===== src/rtl/dlane_pkg.sv =====
package dlane_pkg;
    localparam int TFLD_W = 8;
    localparam int BYTE_W = 8;
    localparam int BIT_CW = $clog2(BYTE_W);
    localparam int TMR_W  = TFLD_W + BIT_CW;
    localparam int TIM_W  = 4 * TFLD_W;
    localparam logic [BYTE_W-1:0] LEADER = 8'hB8;

    typedef enum logic [3:0] {
        ST_OFF, ST_STOP, ST_LPX, ST_PREP, ST_ZERO,
        ST_SYNC, ST_PAY, ST_TRAIL, ST_EXIT
    } lane_st_e;

    // field order matches the packed timing word, high byte first
    typedef struct packed {
        logic [TFLD_W-1:0] prep;
        logic [TFLD_W-1:0] zero;
        logic [TFLD_W-1:0] trail;
        logic [TFLD_W-1:0] leave;
    } hs_tim_t;

    typedef struct packed {
        logic lp_p;
        logic lp_n;
        logic hs_en;
        logic hs_bit;
    } line_t;

    // cycles minus one for a field counted in byte periods; zero acts as one
    function automatic logic [TMR_W-1:0] span_m1(input logic [TFLD_W-1:0] f);
        logic [TMR_W-1:0] n;
        n = (f == '0) ? TMR_W'(1) : TMR_W'(f);
        return (n << BIT_CW) - TMR_W'(1);
    endfunction
endpackage


===== src/rtl/dlane_ctrl.sv =====
module dlane_ctrl
    import dlane_pkg::*;
(
    input  logic              clk,
    input  logic              rst,
    input  hs_tim_t           hs_tim_i,
    input  logic [TFLD_W-1:0] lpx_i,
    input  logic              clk_rdy_i,
    input  logic              tx_valid_i,
    input  logic              force_stop_i,
    input  logic              pwr_dn_i,
    input  logic              byte_end_i,
    output lane_st_e          st_o,
    output logic              tx_ready_o,
    output logic              ld_sync_o,
    output logic              ld_data_o,
    output logic              start_o
);
    lane_st_e          st_q, st_d;
    logic [TMR_W-1:0]  tmr_q, tmr_d;
    logic              tmr_done, in_data, quiet;

    assign tmr_done   = (tmr_q == '0);
    assign in_data    = (st_q == ST_SYNC) || (st_q == ST_PAY);
    assign quiet      = force_stop_i || pwr_dn_i;
    assign tx_ready_o = in_data && byte_end_i && !quiet;
    assign ld_data_o  = tx_ready_o && tx_valid_i;
    assign start_o    = (st_q == ST_STOP) && tx_valid_i && clk_rdy_i && !quiet;
    assign ld_sync_o  = (st_q == ST_ZERO) && tmr_done && !quiet;
    assign st_o       = st_q;

    always_comb begin
        st_d  = st_q;
        tmr_d = tmr_done ? tmr_q : tmr_q - TMR_W'(1);
        if (pwr_dn_i) begin
            st_d = ST_OFF;
        end else if (force_stop_i) begin
            st_d = ST_STOP;
        end else begin
            case (st_q)
                ST_OFF:  st_d = ST_STOP;
                ST_STOP: if (start_o) begin
                    st_d  = ST_LPX;
                    tmr_d = span_m1(lpx_i);
                end
                ST_LPX: if (tmr_done) begin
                    st_d  = ST_PREP;
                    tmr_d = span_m1(hs_tim_i.prep);
                end
                ST_PREP: if (tmr_done) begin
                    st_d  = ST_ZERO;
                    tmr_d = span_m1(hs_tim_i.zero);
                end
                ST_ZERO: if (tmr_done) st_d = ST_SYNC;
                ST_SYNC, ST_PAY: if (byte_end_i) begin
                    if (tx_valid_i) begin
                        st_d = ST_PAY;
                    end else begin
                        st_d  = ST_TRAIL;
                        tmr_d = span_m1(hs_tim_i.trail);
                    end
                end
                ST_TRAIL: if (tmr_done) begin
                    st_d  = ST_EXIT;
                    tmr_d = span_m1(hs_tim_i.leave);
                end
                ST_EXIT: if (tmr_done) st_d = ST_STOP;
                default: st_d = ST_STOP;
            endcase
        end
    end

    always_ff @(posedge clk) begin
        if (rst) begin
            st_q  <= ST_STOP;
            tmr_q <= '0;
        end else begin
            st_q  <= st_d;
            tmr_q <= tmr_d;
        end
    end

    p_wait_clk_r2: assert property (@(posedge clk) disable iff (rst)
        (st_q == ST_STOP && !clk_rdy_i) |=> (st_q == ST_STOP || st_q == ST_OFF));
    p_prep_after_lpx_r3: assert property (@(posedge clk) disable iff (rst)
        (st_q == ST_PREP) |-> ($past(st_q) == ST_LPX || $past(st_q) == ST_PREP));
    p_ready_gap_r6: assert property (@(posedge clk) disable iff (rst)
        tx_ready_o |=> !tx_ready_o);
    p_force_stop_r9: assert property (@(posedge clk) disable iff (rst)
        (force_stop_i && !pwr_dn_i) |=> (st_q == ST_STOP && !tx_ready_o));
    p_pwr_dn_r10: assert property (@(posedge clk) disable iff (rst)
        pwr_dn_i |=> (st_q == ST_OFF));
endmodule


===== src/rtl/dlane_ser.sv =====
module dlane_ser
    import dlane_pkg::*;
(
    input  logic              clk,
    input  logic              rst,
    input  lane_st_e          st_i,
    input  logic              ld_sync_i,
    input  logic              ld_data_i,
    input  logic              start_i,
    input  logic              msb_first_i,
    input  logic [BYTE_W-1:0] data_i,
    output logic              ser_bit_o,
    output logic              last_bit_o,
    output logic              byte_end_o
);
    logic [BYTE_W-1:0] sh_q;
    logic [BIT_CW-1:0] cnt_q;
    logic              ord_q, last_q, shifting, hi_first;

    assign shifting   = (st_i == ST_SYNC) || (st_i == ST_PAY);
    assign hi_first   = (st_i == ST_PAY) && ord_q;
    assign byte_end_o = (cnt_q == BIT_CW'(BYTE_W - 1));
    assign ser_bit_o  = hi_first ? sh_q[BYTE_W-1] : sh_q[0];
    assign last_bit_o = last_q;

    always_ff @(posedge clk) begin
        if (rst) begin
            sh_q   <= '0;
            cnt_q  <= '0;
            ord_q  <= 1'b0;
            last_q <= 1'b0;
        end else begin
            if (start_i) ord_q <= msb_first_i;
            if (shifting) last_q <= ser_bit_o;
            if (ld_sync_i) begin
                sh_q  <= LEADER;
                cnt_q <= '0;
            end else if (ld_data_i) begin
                sh_q  <= data_i;
                cnt_q <= '0;
            end else if (shifting) begin
                sh_q  <= hi_first ? (sh_q << 1) : (sh_q >> 1);
                cnt_q <= cnt_q + BIT_CW'(1);
            end
        end
    end
endmodule


===== src/rtl/dlane_drv.sv =====
module dlane_drv
    import dlane_pkg::*;
(
    input  lane_st_e   st_i,
    input  logic       ser_bit_i,
    input  logic       last_bit_i,
    output line_t      line_o,
    output logic [3:0] status_o
);
    always_comb begin
        line_o = '0;
        case (st_i)
            ST_STOP, ST_EXIT: begin
                line_o.lp_p = 1'b1;
                line_o.lp_n = 1'b1;
            end
            ST_LPX:  line_o.lp_n = 1'b1;
            ST_ZERO: line_o.hs_en = 1'b1;
            ST_SYNC, ST_PAY: begin
                line_o.hs_en  = 1'b1;
                line_o.hs_bit = ser_bit_i;
            end
            ST_TRAIL: begin
                line_o.hs_en  = 1'b1;
                line_o.hs_bit = ~last_bit_i;
            end
            default: line_o = '0;
        endcase
        status_o = {1'b0, (st_i == ST_STOP), 1'b0, line_o.hs_en};
    end
endmodule


===== src/rtl/dlane_hs_seq.sv =====
module dlane_hs_seq
    import dlane_pkg::*;
(
    input  logic              clk,
    input  logic              rst,
    input  logic [TIM_W-1:0]  hs_tim_i,
    input  logic [TIM_W-1:0]  lp_tim_i,
    input  logic              msb_first_i,
    input  logic              force_stop_i,
    input  logic              pwr_dn_i,
    input  logic              clk_rdy_i,
    input  logic              tx_valid_i,
    input  logic [BYTE_W-1:0] tx_data_i,
    output logic              tx_ready_o,
    output logic              lp_p_o,
    output logic              lp_n_o,
    output logic              hs_en_o,
    output logic              hs_bit_o,
    output logic [3:0]        status_o
);
    lane_st_e st;
    line_t    line;
    logic     ld_sync, ld_data, start, byte_end, ser_bit, last_bit;
    logic     unused_lp_hi;

    assign unused_lp_hi = ^lp_tim_i[TIM_W-1:TFLD_W];

    dlane_ctrl i_ctrl (
        .clk(clk), .rst(rst),
        .hs_tim_i(hs_tim_t'(hs_tim_i)), .lpx_i(lp_tim_i[TFLD_W-1:0]),
        .clk_rdy_i(clk_rdy_i), .tx_valid_i(tx_valid_i),
        .force_stop_i(force_stop_i), .pwr_dn_i(pwr_dn_i),
        .byte_end_i(byte_end), .st_o(st), .tx_ready_o(tx_ready_o),
        .ld_sync_o(ld_sync), .ld_data_o(ld_data), .start_o(start)
    );

    dlane_ser i_ser (
        .clk(clk), .rst(rst), .st_i(st),
        .ld_sync_i(ld_sync), .ld_data_i(ld_data), .start_i(start),
        .msb_first_i(msb_first_i), .data_i(tx_data_i),
        .ser_bit_o(ser_bit), .last_bit_o(last_bit), .byte_end_o(byte_end)
    );

    dlane_drv i_drv (
        .st_i(st), .ser_bit_i(ser_bit), .last_bit_i(last_bit),
        .line_o(line), .status_o(status_o)
    );

    assign lp_p_o   = line.lp_p;
    assign lp_n_o   = line.lp_n;
    assign hs_en_o  = line.hs_en;
    assign hs_bit_o = line.hs_bit;

    p_trail_inv_r7: assert property (@(posedge clk) disable iff (rst)
        (st == ST_TRAIL && $past(st) != ST_TRAIL) |-> (hs_bit_o != $past(hs_bit_o)));
endmodule


===== config.mk =====
export PLATFORM = sky130hd
export DESIGN_NAME = dlane_hs_seq
export DESIGN_NICKNAME = d
export VERILOG_FILES = /design/src/rtl/dlane_pkg.sv /design/src/rtl/dlane_ctrl.sv /design/src/rtl/dlane_ser.sv /design/src/rtl/dlane_drv.sv /design/src/rtl/dlane_hs_seq.sv
export SDC_FILE = /design/constraint.sdc
export NUM_CORES = 1
export LEC_CHECK = 0
export BUFFER_PORTS_ARGS = -buffer_cell sky130_fd_sc_hd__buf_4
export CELL_PAD_IN_SITES_DETAIL_PLACEMENT = 1
export CELL_PAD_IN_SITES_GLOBAL_PLACEMENT = 1
export CORE_MARGIN = 2
export CORE_UTILIZATION = 40
export DETAILED_ROUTE_END_ITERATION = 16
export GPL_ROUTABILITY_DRIVEN = 0
export HOLD_SLACK_MARGIN = 0.08
export PLACE_DENSITY = 0.95
export SETUP_SLACK_MARGIN = 0.1
export SLEW_MARGIN = 0
export SYNTH_ARGS = -nofsm -noshare
export SYNTH_HDL_FRONTEND = slang
export SYNTH_SLANG_ARGS = --single-unit

===== constraint.sdc =====
create_clock -name clk -period 3 [get_ports clk]
set_input_delay 0 -clock clk [delete_from_list [all_inputs] [get_ports clk]]
set_output_delay 0 -clock clk [all_outputs]
set_load 0.03 [all_outputs]

# Yosys cells after proc, flatten, opt, wreduce, memory -nomap -nowiden
# Index checks and enable logic that the tools add are counted.
# word_totals
elab_cells,103
in_bits,79
ff_bits,28
# classes
n_addsub,7
n_reduce_logical,29
n_bitwise,1
muxes,35
n_eq_ne,23
# ops
cell,n
11-bit 2-to-1 mux,9
8-bit 2-to-1 mux,9
11-bit by 1-bit subtractor with 11-bit output (second input constant),6
11-bit case mux with 5 select lines,1
8-bit logical NOT,5
4-bit 2-to-1 mux,7
4-bit by 3-bit inequality test with 1-bit output (second input constant),7
4-bit case mux with 7 select lines,1
4-bit by 3-bit == test with 1-bit output (second input constant),4
2-bit by 1-bit inequality test with 1-bit output (second input constant),7
7-bit AND reduction,2
11-bit logical NOT,1
1-bit logical AND,9
3-bit OR reduction,3
4-bit by 2-bit == test with 1-bit output (second input constant),2
1-bit 2-to-1 mux,7
2-bit OR reduction,3
4-bit by 1-bit == test with 1-bit output (second input constant),1
4-bit == test (second input constant),1
4-bit OR reduction,1
3-bit by 1-bit adder with 3-bit output (second input constant),1
3-bit == test (second input constant),1
3-bit nonzero test,1
1-bit logical OR,2
4 further kinds,4

# Depth between registers and ports, before layout
# Gate-level depths: netlist of run 1.
# depth
word_depth,8
mapped_depth,10

# Cells and area by module
# A second synthesis of run 1 with hierarchy kept.
# unflattened
hier_cells,418
hier_area_um2,3019.1
# by_module_without_submodules
module,instances,seq_area_each_um2,cells_per_inst,area_each_um2
dlane_ctrl,1,300.3,326,2197.1
dlane_ser,1,260.2,75,709.4
dlane_drv,1,0.0,17,112.6

# Least setup slack after synthesis of run 1
# Ideal clock, no wire load.
# synth_timing
path_type,register -> register
from,register i_ctrl.tmr_q[0]
to,register i_ctrl.tmr_q[8]
path_stages_with_launch,9
required_time_ps,2871
setup_time_ps,129
arrival_time_ps,1914
setup_slack_ps,957
synth_period_minus_slack_ps,2043
path_buffers,0
path_cell_list,dfxtp_1 -> inv_1 -> ha_1 -> or4b_4 -> nor4_4 -> mux2_4 -> nor2_1 -> a311o_1 -> o311ai_1
# synth_via
elab_chain_cells,7
word_cells_on_any_way,12
classes_between,add/sub (1); mux (10); reduce/logical (1)
# synth_lines
element,line,text
from (decl),dlane_ctrl.sv:20,"logic [TMR_W-1:0] tmr_q, tmr_d;"
from (signal assigned),dlane_ctrl.sv:79,tmr_q <= tmr_d;
11-bit by 1-bit subtractor with 11-bit output / 11-bit logical NOT (equally long branches),"dlane_ctrl.sv:34, dlane_ctrl.sv:23",
11-bit 2-to-1 mux,dlane_ctrl.sv:34,tmr_d = tmr_done ? tmr_q : tmr_q - TMR_W'(1);
11-bit 2-to-1 mux,dlane_ctrl.sv:56,if (tx_valid_i) begin
11-bit 2-to-1 mux,dlane_ctrl.sv:55,"ST_SYNC, ST_PAY: if (byte_end_i) begin"
11-bit case mux with 5 select lines,dlane_ctrl.sv:40,case (st_q)
11-bit 2-to-1 mux,dlane_ctrl.sv:37,end else if (force_stop_i) begin
11-bit 2-to-1 mux *,dlane_ctrl.sv:35,if (pwr_dn_i) begin
# Mark *: on every way between the ends. The rest lies on a longest branch, timed or not.
# A chain may end at the register's enable or synchronous reset.

# Worst setup path in the final report of run 1
# layout_timing
from,"register i_ctrl.st_q[1], in the netlist i_ctrl.st_o[1]"
to,"register i_ctrl.st_q[3], in the netlist i_ctrl.st_o[3]"
# layout_via
elab_chain_cells,6
word_cells_on_any_way,21
classes_between,eq/ne (15); mux (1); reduce/logical (5)
# layout_lines
element,line,text
from (decl),dlane_ctrl.sv:19,"lane_st_e st_q, st_d;"
from (signal assigned),dlane_ctrl.sv:78,st_q <= st_d;
4-bit by 1-bit == test with 1-bit output,"dlane_ctrl.sv:28, dlane_ctrl.sv:40",
1-bit logical AND (3 in series),dlane_ctrl.sv:28,assign start_o = (st_q == ST_STOP) && tx_valid_i && clk_rdy_i && !quiet;
2-bit by 1-bit inequality test with 1-bit output (no line),-,
7-bit AND reduction (no line),-,
# Several ways; a longest one is shown, not always the timed one.

==> impl_metrics.py, run 1 <==
metrics = {
    "logic_synthesis": {
        "async_reset_ff_share_pct": 0,
        "synth_edf_count": 0,
        "ys_seq_area_share_pct": 19.3,
        "syn-instance-count": 390,
        "synth_top_area_share_pct": 19.3,
        "yosys.area.top_type": "dfxtp_1",
        "synthTopCellsByArea": "dfxtp_1 (19%), nor2_1 (5.7%), a21oi_1 (5.4%), mux2i_1 (4.8%), nor3_1 (4.3%)",
        "synth.distinct_cells": 71,
        "synth-seq-cells": 28,
        "ys_warn_count": 0,
        "synth.cell_area_um2": 2900,
        "synth_flop_cell": "dfxtp_1",
        "synth_area_per_cell_um2": 7.43,
    },
    "finish": {
        "antennaDiodeCount": 0,
        "final_cell_mix": "buf_4 (68), nor2_1 (44), a21oi_1 (31)",
        "utilization_pct": 49.2,
        "final_common_cell": "buf_4",
        "area_growth_pct": 21.2,
        "nets": 533,
        "drive_above_1_share_pct": 20.3,
        "final_area_um2": 3510,
        "final_cells": 543,
    },
    "setup_path": {
        "worstSetupStartpointType": "flop",
        "critPathTopFamily": "buffers and inverters",
        "critPathKind": "reg -> reg",
        "rrSetupSlack_ns": 0.34,
        "path_cells": "xor2_1, nand2_2, buf_4, o21bai_1, nor2_1, mux2i_1, nor4_1, dlygate4sd3_1",
        "crit_buf_inv": 2,
        "worstPathArrival_ns": 2.89,
        "critPathSlowestCell": "dfxtp_1",
        "max_stage_delay_ns": 0.67,
        "required_ns": 3.24,
        "critPathMaxFanout": 17,
        "endpoint_kind": "flop",
    },
    "global_routing": {
        "antenna_found_initial": 0,
        "grt_usage_pct": 26.1,
        "grt_max_degree": 28,
        "grt_pass1_vias": 3405,
        "grt_overflow": 0,
        "grt_first_pass_wirelength_mm": 16.4,
    },
    "placed_design": {
        "post-dp-hpwl_mm": 7.51,
        "dp.cells": 534,
        "port_buffers": 61,
        "dpl_cell_area_um2": 3390,
    },
    "pwr": {
        "powerDensity_nw_per_um2": 533,
        "clkPwrFrac_pct": 16.7,
        "p_int_mw": 1.04,
        "seqPwrFrac_pct": 29.6,
        "power_mw": 1.87,
        "p_leak_nw": 1.40,
        "switchingPower_mw": 0.834,
        "vdd_drop_max_v": 0.000367,
        "swShare_pct": 44.6,
        "comb_power_share_pct": 53.7,
    },
    "sta": {
        "finalCritPeriodShare_pct": 88.5,
        "fin_crit_ns": 2.66,
        "relSlewSlack_pct": 54.6,
        "hold_viol": 0,
        "finClkSkew_ns": 0.00613,
        "setup_violations": 0,
        "slew_viol_final": 0,
        "worstMarginPinSlew_ns": 0.679,
        "final.setup.tns_ns": 0,
        "fmaxAchievable_mhz": 377,
        "rsz0062_at_grt": "false",
    },
    "drt": {
        "drt_iter0_drc": 218,
        "wl_per_cell_um": 19.0,
        "first_pass_iters": 4,
        "drc_errors": 0,
        "drt_wl_total_mm": 10.3,
        "via_per_inst": 6.15,
        "vias": 3341,
        "drtAntennaViolNets": 0,
    },
    "clock_tree": {
        "htreeDepth": 1,
        "cts_buffer_depth": 2,
        "cts_resized": 0,
        "clkTransAtPathRegs_ns": 0.11,
        "cts_made_buffers": 3,
        "clk_latency_ns": 0.28,
        "hold_buffers": 5,
        "clkSinkCount": 28,
        "tritoncts": "done",
        "post-cts-setup-buffer-count": 0,
        "cts_root_buf": "clkbuf_8",
    },
    "die": {
        "core_um2": 7140,
        "initial_utilization_pct": 40.6,
        "dieArea_um2": 7940,
        "die_y_um": 89.1,
        "dieWidth_um": 89.1,
        "num_rows": 31,
        "ioPinCount": 88,
    },
    "flow_run": {
        "drv_cap": 0,
    },
    "status": {
        "status": "finished clean",
    },
    "hold_path": {
        "hold_path_class": "in -> reg",
    },
}
logic make-up after synthesis:
| group | Yosys count | share of synthesized area, % |
|---|---|---|
| AO/OA/AOI/OAI | 112 | 25.6 |
| XOR/XNOR | 23 | 6.95 |
| adder cells (fa/ha/maj) | 9 | 3.88 |
| buffers and inverters | 36 | 6.52 |
| flip-flops | 28 | 19.3 |
| multiplexers | 17 | 6.13 |
| other | 1 | 0.129 |
| AND/OR/NAND/NOR | 164 | 31.5 |
Yosys cell counts (8+ instances only):
master,instances
clkbuf_1,9
xor2_1,12
mux2i_1,14
or3_1,8
inv_1,12
a21oi_1,31
a211oi_1,15
nor2_1,44
xnor2_1,11
nor3_1,25
nand2_1,26
ha_1,9
dfxtp_1,28
o21ai_0,16
worst paths after layout:
check / cells past startpoint / from / endpoint
max: 8 / i_ctrl.st_o[1] / i_ctrl.st_o[3]
min: 2 / rst / i_ctrl.tmr_q[6]
max reg2reg: 8 / i_ctrl.st_o[1] / i_ctrl.st_o[3]
min reg2reg: 2 / i_ser.ord_q / i_ser.ord_q
sequential cells by signal, indices dropped and copies added (netlist names):
register	flops
i_ctrl.st_o	4
i_ser.sh_q	8
i_ctrl.tmr_q	11
i_ser.last_bit_o	1
i_ser.ord_q	1
i_ser.cnt_q	3
power groups by stage:
stage                     clock (mW)  sequential, mW  combinational, mW
after global routing           0.320           0.563               1.09
after floorplan                    0           0.518              0.737
after CTS                      0.307           0.549              0.988
after detailed placement           0           0.552              0.938
final                          0.312           0.553               1.01
after global placement             0           0.545              0.888
cell type report:
class,count,area [µm²]
inverter,12,45.0
clock buffer,3,41.3
sequential,28,561
multi-input combinational,327,2150
fill,923,3620
clock inverter,1,30.0
timing repair buffer,73,561
tap,99,124
layer usage:
layer  global-route usage, %  vias to the layer above  share of wire (%)
li1                        -                     1556                  -
met1                    32.3                     1621                 41
met3                    4.62                       45                5.2
met5                       0                        -                  0
met2                    44.0                      119                 49
met4                    11.9                        0                4.4
stage by stage:
step	hold WS, ns	setup WS (ns)
floorplan	0.0781	0.957
global placement	0.205	0.607
detailed placement	0.212	0.516
CTS	0.0985	0.464
global route	0.124	0.201
finish	0.101	0.345
Note: power is estimated with default switching activity, not from simulation.
==> run 2: changes to the inputs <==
--- a/config.mk
+++ b/config.mk
@@ -9,11 +9,11 @@
 export CELL_PAD_IN_SITES_DETAIL_PLACEMENT = 1
 export CELL_PAD_IN_SITES_GLOBAL_PLACEMENT = 1
 export CORE_MARGIN = 2
-export CORE_UTILIZATION = 40
+export CORE_UTILIZATION = 37
 export DETAILED_ROUTE_END_ITERATION = 16
 export GPL_ROUTABILITY_DRIVEN = 0
 export HOLD_SLACK_MARGIN = 0.08
-export PLACE_DENSITY = 0.95
+export PLACE_DENSITY = 0.92
 export SETUP_SLACK_MARGIN = 0.1
 export SLEW_MARGIN = 0
 export SYNTH_ARGS = -nofsm -noshare
==> constraint.sdc (replaced) <==
create_clock -name clk -period 2.7 [get_ports clk]
set_input_delay 0 -clock clk [delete_from_list [all_inputs] [get_ports clk]]
set_output_delay 0 -clock clk [all_outputs]
set_load 0.03 [all_outputs]
==> run 2 against run 1 <==
Worst setup slack got worse by 0.094 ns; global-route usage fell by 4.2 points; clock-buffer cell count did not move; non-clock buffer count rose by 4; worst hold slack barely moved; sequential cell count did not move; first-iteration DRC count fell by 1.8%; largest power group unchanged; highest routed layer unchanged.
==> impl_metrics.py, run 2 (same netlist as run 1, synthesis figures left out) <==
metrics = {
    "clock_tree": {
        "clkSinkCount": 28,
        "tritoncts": "done",
        "cts_buffer_depth": 2,
        "clk_latency_ns": 0.28,
        "cts_root_buf": "clkbuf_8",
        "htreeDepth": 1,
        "cts_made_buffers": 3,
        "clkTransAtPathRegs_ns": 0.10,
        "post-cts-setup-buffer-count": 0,
    },
    "setup_path": {
        "crit_buf_inv": 2,
        "critPathMaxFanout": 9,
        "worstPathArrival_ns": 2.62,
        "worstSetupStartpointType": "flop",
        "required_ns": 2.87,
        "critPathTopFamily": "simple AND/OR/NAND/NOR gates",
        "critPathSlowestCell": "dlygate4sd3_1",
        "path_cells": "nor4_4, and4_4, buf_4, a21oi_1, nor2_1, mux2i_1, nor4_1, dlygate4sd3_1",
        "max_stage_delay_ns": 0.56,
        "endpoint_kind": "flop",
        "critPathKind": "reg -> reg",
    },
    "global_routing": {
        "grt_max_degree": 28,
        "grt_usage_pct": 21.9,
        "grt_first_pass_wirelength_mm": 15.5,
        "grt_overflow": 0,
        "grt_pass1_vias": 3362,
        "antenna_found_initial": 0,
    },
    "hold_path": {
        "hold_path_class": "in -> reg",
    },
    "die": {
        "dieArea_um2": 8560,
        "num_rows": 32,
        "die_y_um": 92.5,
        "core_um2": 7650,
        "dieWidth_um": 92.5,
        "ioPinCount": 88,
        "initial_utilization_pct": 37.9,
    },
    "status": {
        "status": "finished clean",
    },
    "drt": {
        "via_per_inst": 5.89,
        "drc_errors": 0,
        "drt_wl_total_mm": 9.46,
        "first_pass_iters": 4,
        "wl_per_cell_um": 17.2,
        "drtAntennaViolNets": 0,
        "drt_iter0_drc": 214,
        "vias": 3234,
    },
    "sta": {
        "rsz0062_at_grt": "false",
        "finalCritPeriodShare_pct": 90.7,
        "fmaxAchievable_mhz": 408,
        "setup_violations": 0,
        "hold_viol": 0,
        "worstMarginPinSlew_ns": 0.545,
        "relSlewSlack_pct": 63.5,
        "finClkSkew_ns": 0.00504,
        "final.setup.tns_ns": 0,
        "slew_viol_final": 0,
        "fin_crit_ns": 2.45,
    },
    "pwr": {
        "power_mw": 1.98,
        "p_leak_nw": 1.41,
        "vdd_drop_max_v": 0.000217,
        "powerDensity_nw_per_um2": 559,
    },
    "placed_design": {
        "port_buffers": 61,
        "post-dp-hpwl_mm": 7.51,
        "dpl_cell_area_um2": 3430,
    },
    "finish": {
        "final_cell_mix": "buf_4 (72), nor2_1 (44), a21oi_1 (31)",
        "final_common_cell": "buf_4",
        "drive_above_1_share_pct": 22.6,
        "antennaDiodeCount": 0,
        "nets": 537,
        "area_growth_pct": 22.1,
        "regMostFlops": "i_ctrl.tmr_q",
        "utilization_pct": 46.3,
        "largest_reg_flops": 11,
        "final_area_um2": 3540,
    },
    "flow_run": {
        "drv_cap": 0,
    },
}
-- run 2: worst paths after layout --
path / to / slack, ns / startpoint / cells after the start
max reg2reg: i_ctrl.st_o[3] / 0.25 / i_ctrl.tmr_q[2] / 8
min reg2reg: i_ser.ord_q / 0.49 / i_ser.ord_q / 2
min: i_ctrl.tmr_q[1] / 0.10 / rst / 2
max: i_ctrl.st_o[3] / 0.25 / i_ctrl.tmr_q[2] / 8
-- run 2: power breakdown --
part | internal [mW] | switching (mW) | total [mW]
Clock | 0.100 | 0.137 | 0.237
Sequential | 0.486 | 0.126 | 0.612
Combinational | 0.514 | 0.616 | 1.13
-- run 2: metrics by stage --
stage	hold slack, ns	std cells	worst slack [ns]
2_1_floorplan	0.0781	391	0.657
3_3_place_gp	0.206	541	0.393
3_5_place_dp	0.213	541	0.257
4_1_cts	0.0944	549	0.109
5_1_grt	0.117	549	0.110
6_report	0.102	549	0.251
-- run 2: timing repair --
| action | 4_1_cts | 5_1_grt |
|---|---|---|
| endpoints found under the setup margin | 0 | 1 |
| hold buffers | 5 | 0 |
| gates resized for setup | 0 | 9 |
| hold endpoints to repair | 5 | 0 |
-- run 2: worst reg2reg max path: stages, from the launching register on --
cell and delay, ns:
dfxtp_1 0.40, nor4_4 0.32, and4_4 0.31, buf_4 0.19, a21oi_1 0.06, nor2_1 0.21, mux2i_1 0.23, nor4_1 0.06
dlygate4sd3_1 0.56
-- run 2: final cells by class --
type,count,area [µm²]
Inverter,12,45.0
Timing Repair Buffer,77,591
Multi-Input combinational cell,327,2170
Tap cell,102,128
Sequential cell,28,566
Clock buffer,3,41.3
Fill cell,969,4110
-- run 2: layer usage --
layer	wire, µm	global-route usage, %	vias up
met5	0	0	-
met3	334	2.52	10
met4	139	4.85	0
met2	4860	40.7	72
li1	-	-	1565
met1	4130	26.9	1587
==> run 3: changes to the inputs <==
--- a/config.mk
+++ b/config.mk
@@ -9,11 +9,12 @@
 export CELL_PAD_IN_SITES_DETAIL_PLACEMENT = 1
 export CELL_PAD_IN_SITES_GLOBAL_PLACEMENT = 1
 export CORE_MARGIN = 2
-export CORE_UTILIZATION = 37
+export CORE_UTILIZATION = 38
+export CTS_BUF_LIST = sky130_fd_sc_hd__clkbuf_8
 export DETAILED_ROUTE_END_ITERATION = 16
 export GPL_ROUTABILITY_DRIVEN = 0
 export HOLD_SLACK_MARGIN = 0.08
-export PLACE_DENSITY = 0.92
+export PLACE_DENSITY = 0.94
 export SETUP_SLACK_MARGIN = 0.1
 export SLEW_MARGIN = 0
 export SYNTH_ARGS = -nofsm -noshare
==> run 3 against run 2 <==
Clock-buffer cell count is the same; global-route usage increased by 3.4 points; sequential cell count unchanged; critical path depth shrank 1; design area up 0.11%; worst hold slack better by 0.078 ns; critical endpoint is now i_ctrl.tmr_q[5]; combinational power up 4%; worst setup slack lost 0.091 ns; sequential power increased by 2%; critical path type unchanged; register-to-register slack worse by 0.09 ns.
==> impl_metrics.py, run 3 (same netlist as run 1, synthesis figures left out) <==
metrics = {
    "drt": {
        "drtAntennaViolNets": 0,
        "drt_wl_total_mm": 10.7,
        "drt_iter0_drc": 325,
        "first_pass_iters": 5,
        "drc_errors": 0,
        "via_per_inst": 6.26,
        "wl_per_cell_um": 19.7,
        "vias": 3416,
    },
    "clock_tree": {
        "clk_latency_ns": 0.30,
        "clkTransAtPathRegs_ns": 0.11,
        "clkSinkCount": 28,
        "cts_buffer_depth": 2,
        "cts_made_buffers": 3,
        "htreeDepth": 1,
        "post-cts-setup-buffer-count": 0,
        "tritoncts": "done",
        "cts_root_buf": "clkbuf_8",
    },
    "hold_path": {
        "hold_path_class": "in -> reg",
    },
    "global_routing": {
        "grt_pass1_vias": 3499,
        "grt_overflow": 0,
        "grt_max_degree": 28,
        "grt_usage_pct": 25.3,
        "grt_first_pass_wirelength_mm": 17.3,
        "antenna_found_initial": 0,
    },
    "setup_path": {
        "crit_buf_inv": 1,
        "critPathTopFamily": "compound AO/OA/AOI/OAI gates",
        "endpoint_kind": "flop",
        "max_stage_delay_ns": 0.45,
        "critPathSlowestCell": "a31oi_1",
        "worstPathArrival_ns": 2.71,
        "worstSetupStartpointType": "flop",
        "path_cells": "nor4_4, and4_1, inv_1, a31oi_1, a21oi_1, a221oi_2, a221oi_1",
        "critPathMaxFanout": 7,
        "required_ns": 2.87,
        "critPathKind": "reg -> reg",
    },
    "sta": {
        "fin_ws_ns": 0.159,
        "slew_viol_final": 0,
        "setup_violations": 0,
        "rsz0062_at_grt": "false",
        "worstMarginPinSlew_ns": 0.740,
        "final.setup.tns_ns": 0,
        "finalCritPeriodShare_pct": 94.1,
        "finClkSkew_ns": 0.00206,
        "fin_crit_ns": 2.54,
        "fmaxAchievable_mhz": 394,
        "hold_viol": 0,
        "relSlewSlack_pct": 50.6,
    },
    "status": {
        "status": "finished clean",
    },
    "die": {
        "ioPinCount": 88,
        "core_um2": 7330,
        "initial_utilization_pct": 39.5,
        "die_y_um": 91.3,
        "dieWidth_um": 91.3,
        "num_rows": 31,
        "dieArea_um2": 8340,
    },
    "finish": {
        "largest_reg_flops": 11,
        "final_cell_mix": "buf_4 (70), nor2_1 (44), a21oi_1 (31)",
        "final_common_cell": "buf_4",
        "nets": 536,
        "final_area_um2": 3540,
        "final_cells": 546,
        "antennaDiodeCount": 0,
        "drive_above_1_share_pct": 20.8,
        "regMostFlops": "i_ctrl.tmr_q",
        "area_growth_pct": 22.2,
    },
    "pwr": {
        "vdd_drop_max_v": 0.000287,
        "p_leak_nw": 1.41,
        "powerDensity_nw_per_um2": 606,
    },
    "placed_design": {
        "post-dp-hpwl_mm": 7.70,
        "port_buffers": 61,
        "dp.cells": 536,
        "place_ws_ns": 0.284,
        "dpl_cell_area_um2": 3410,
    },
    "flow_run": {
        "drv_cap": 0,
    },
}
## run 3: metal layers
layer  up-vias  GRT usage (%)  wire, µm
li1       1569              -         -
met3        35           3.49       670
met2       162           44.8      5320
met1      1650           30.8      4390
met4         0           10.2       350
met5         -              0         0
## run 3: through the flow
step / util [%] / hold slack, ns / total power, mW
global route: 48.3 / 0.225 / 2.25
finish: 48.3 / 0.179 / 2.15
floorplan: - / 0.0781 / 1.39
CTS: 48.3 / 0.177 / 2.08
global placement: 46.5 / 0.209 / 1.62
detailed placement: 46.5 / 0.219 / 1.69
## run 3: final timing paths
path	to	from	slack [ns]	depth (start not counted)
setup / recovery	i_ctrl.tmr_q[5]	i_ctrl.tmr_q[3]	0.16	7
hold / removal	i_ser.sh_q[2]	tx_data_i[2]	0.18	5
setup reg to reg	i_ctrl.tmr_q[5]	i_ctrl.tmr_q[3]	0.16	7
hold reg to reg	i_ser.ord_q	i_ser.ord_q	0.52	2
## run 3: final cells by class
| class | count | area (µm²) |
|---|---|---|
| Multi-Input combinational cell | 327 | 2160 |
| Clock buffer | 3 | 41.3 |
| Timing Repair Buffer | 76 | 586 |
| Fill cell | 949 | 3790 |
| Sequential cell | 28 | 561 |
| Tap cell | 99 | 124 |
| Clock inverter | 1 | 30.0 |
| Inverter | 12 | 45.0 |
## run 3: worst min-delay path, delay by kind of cell
kind | cells | cell delay (ns)
and+or+nand+nor | 2 | 0.15
buffers and inverters | 1 | 0.11
AOI/OAI and AO/OA | 2 | 0.18
## run 3: repair_timing
action	in CTS	in global routing
endpoints found under the hold margin	7	0
setup endpoints to repair	0	1
hold buffers	6	0
resized for setup	0	1
## run 3: power by group
part | internal [mW] | switching (mW)
Clock | 0.200 | 0.159
Sequential | 0.486 | 0.137
Combinational | 0.483 | 0.683
Total | 1.17 | 0.979
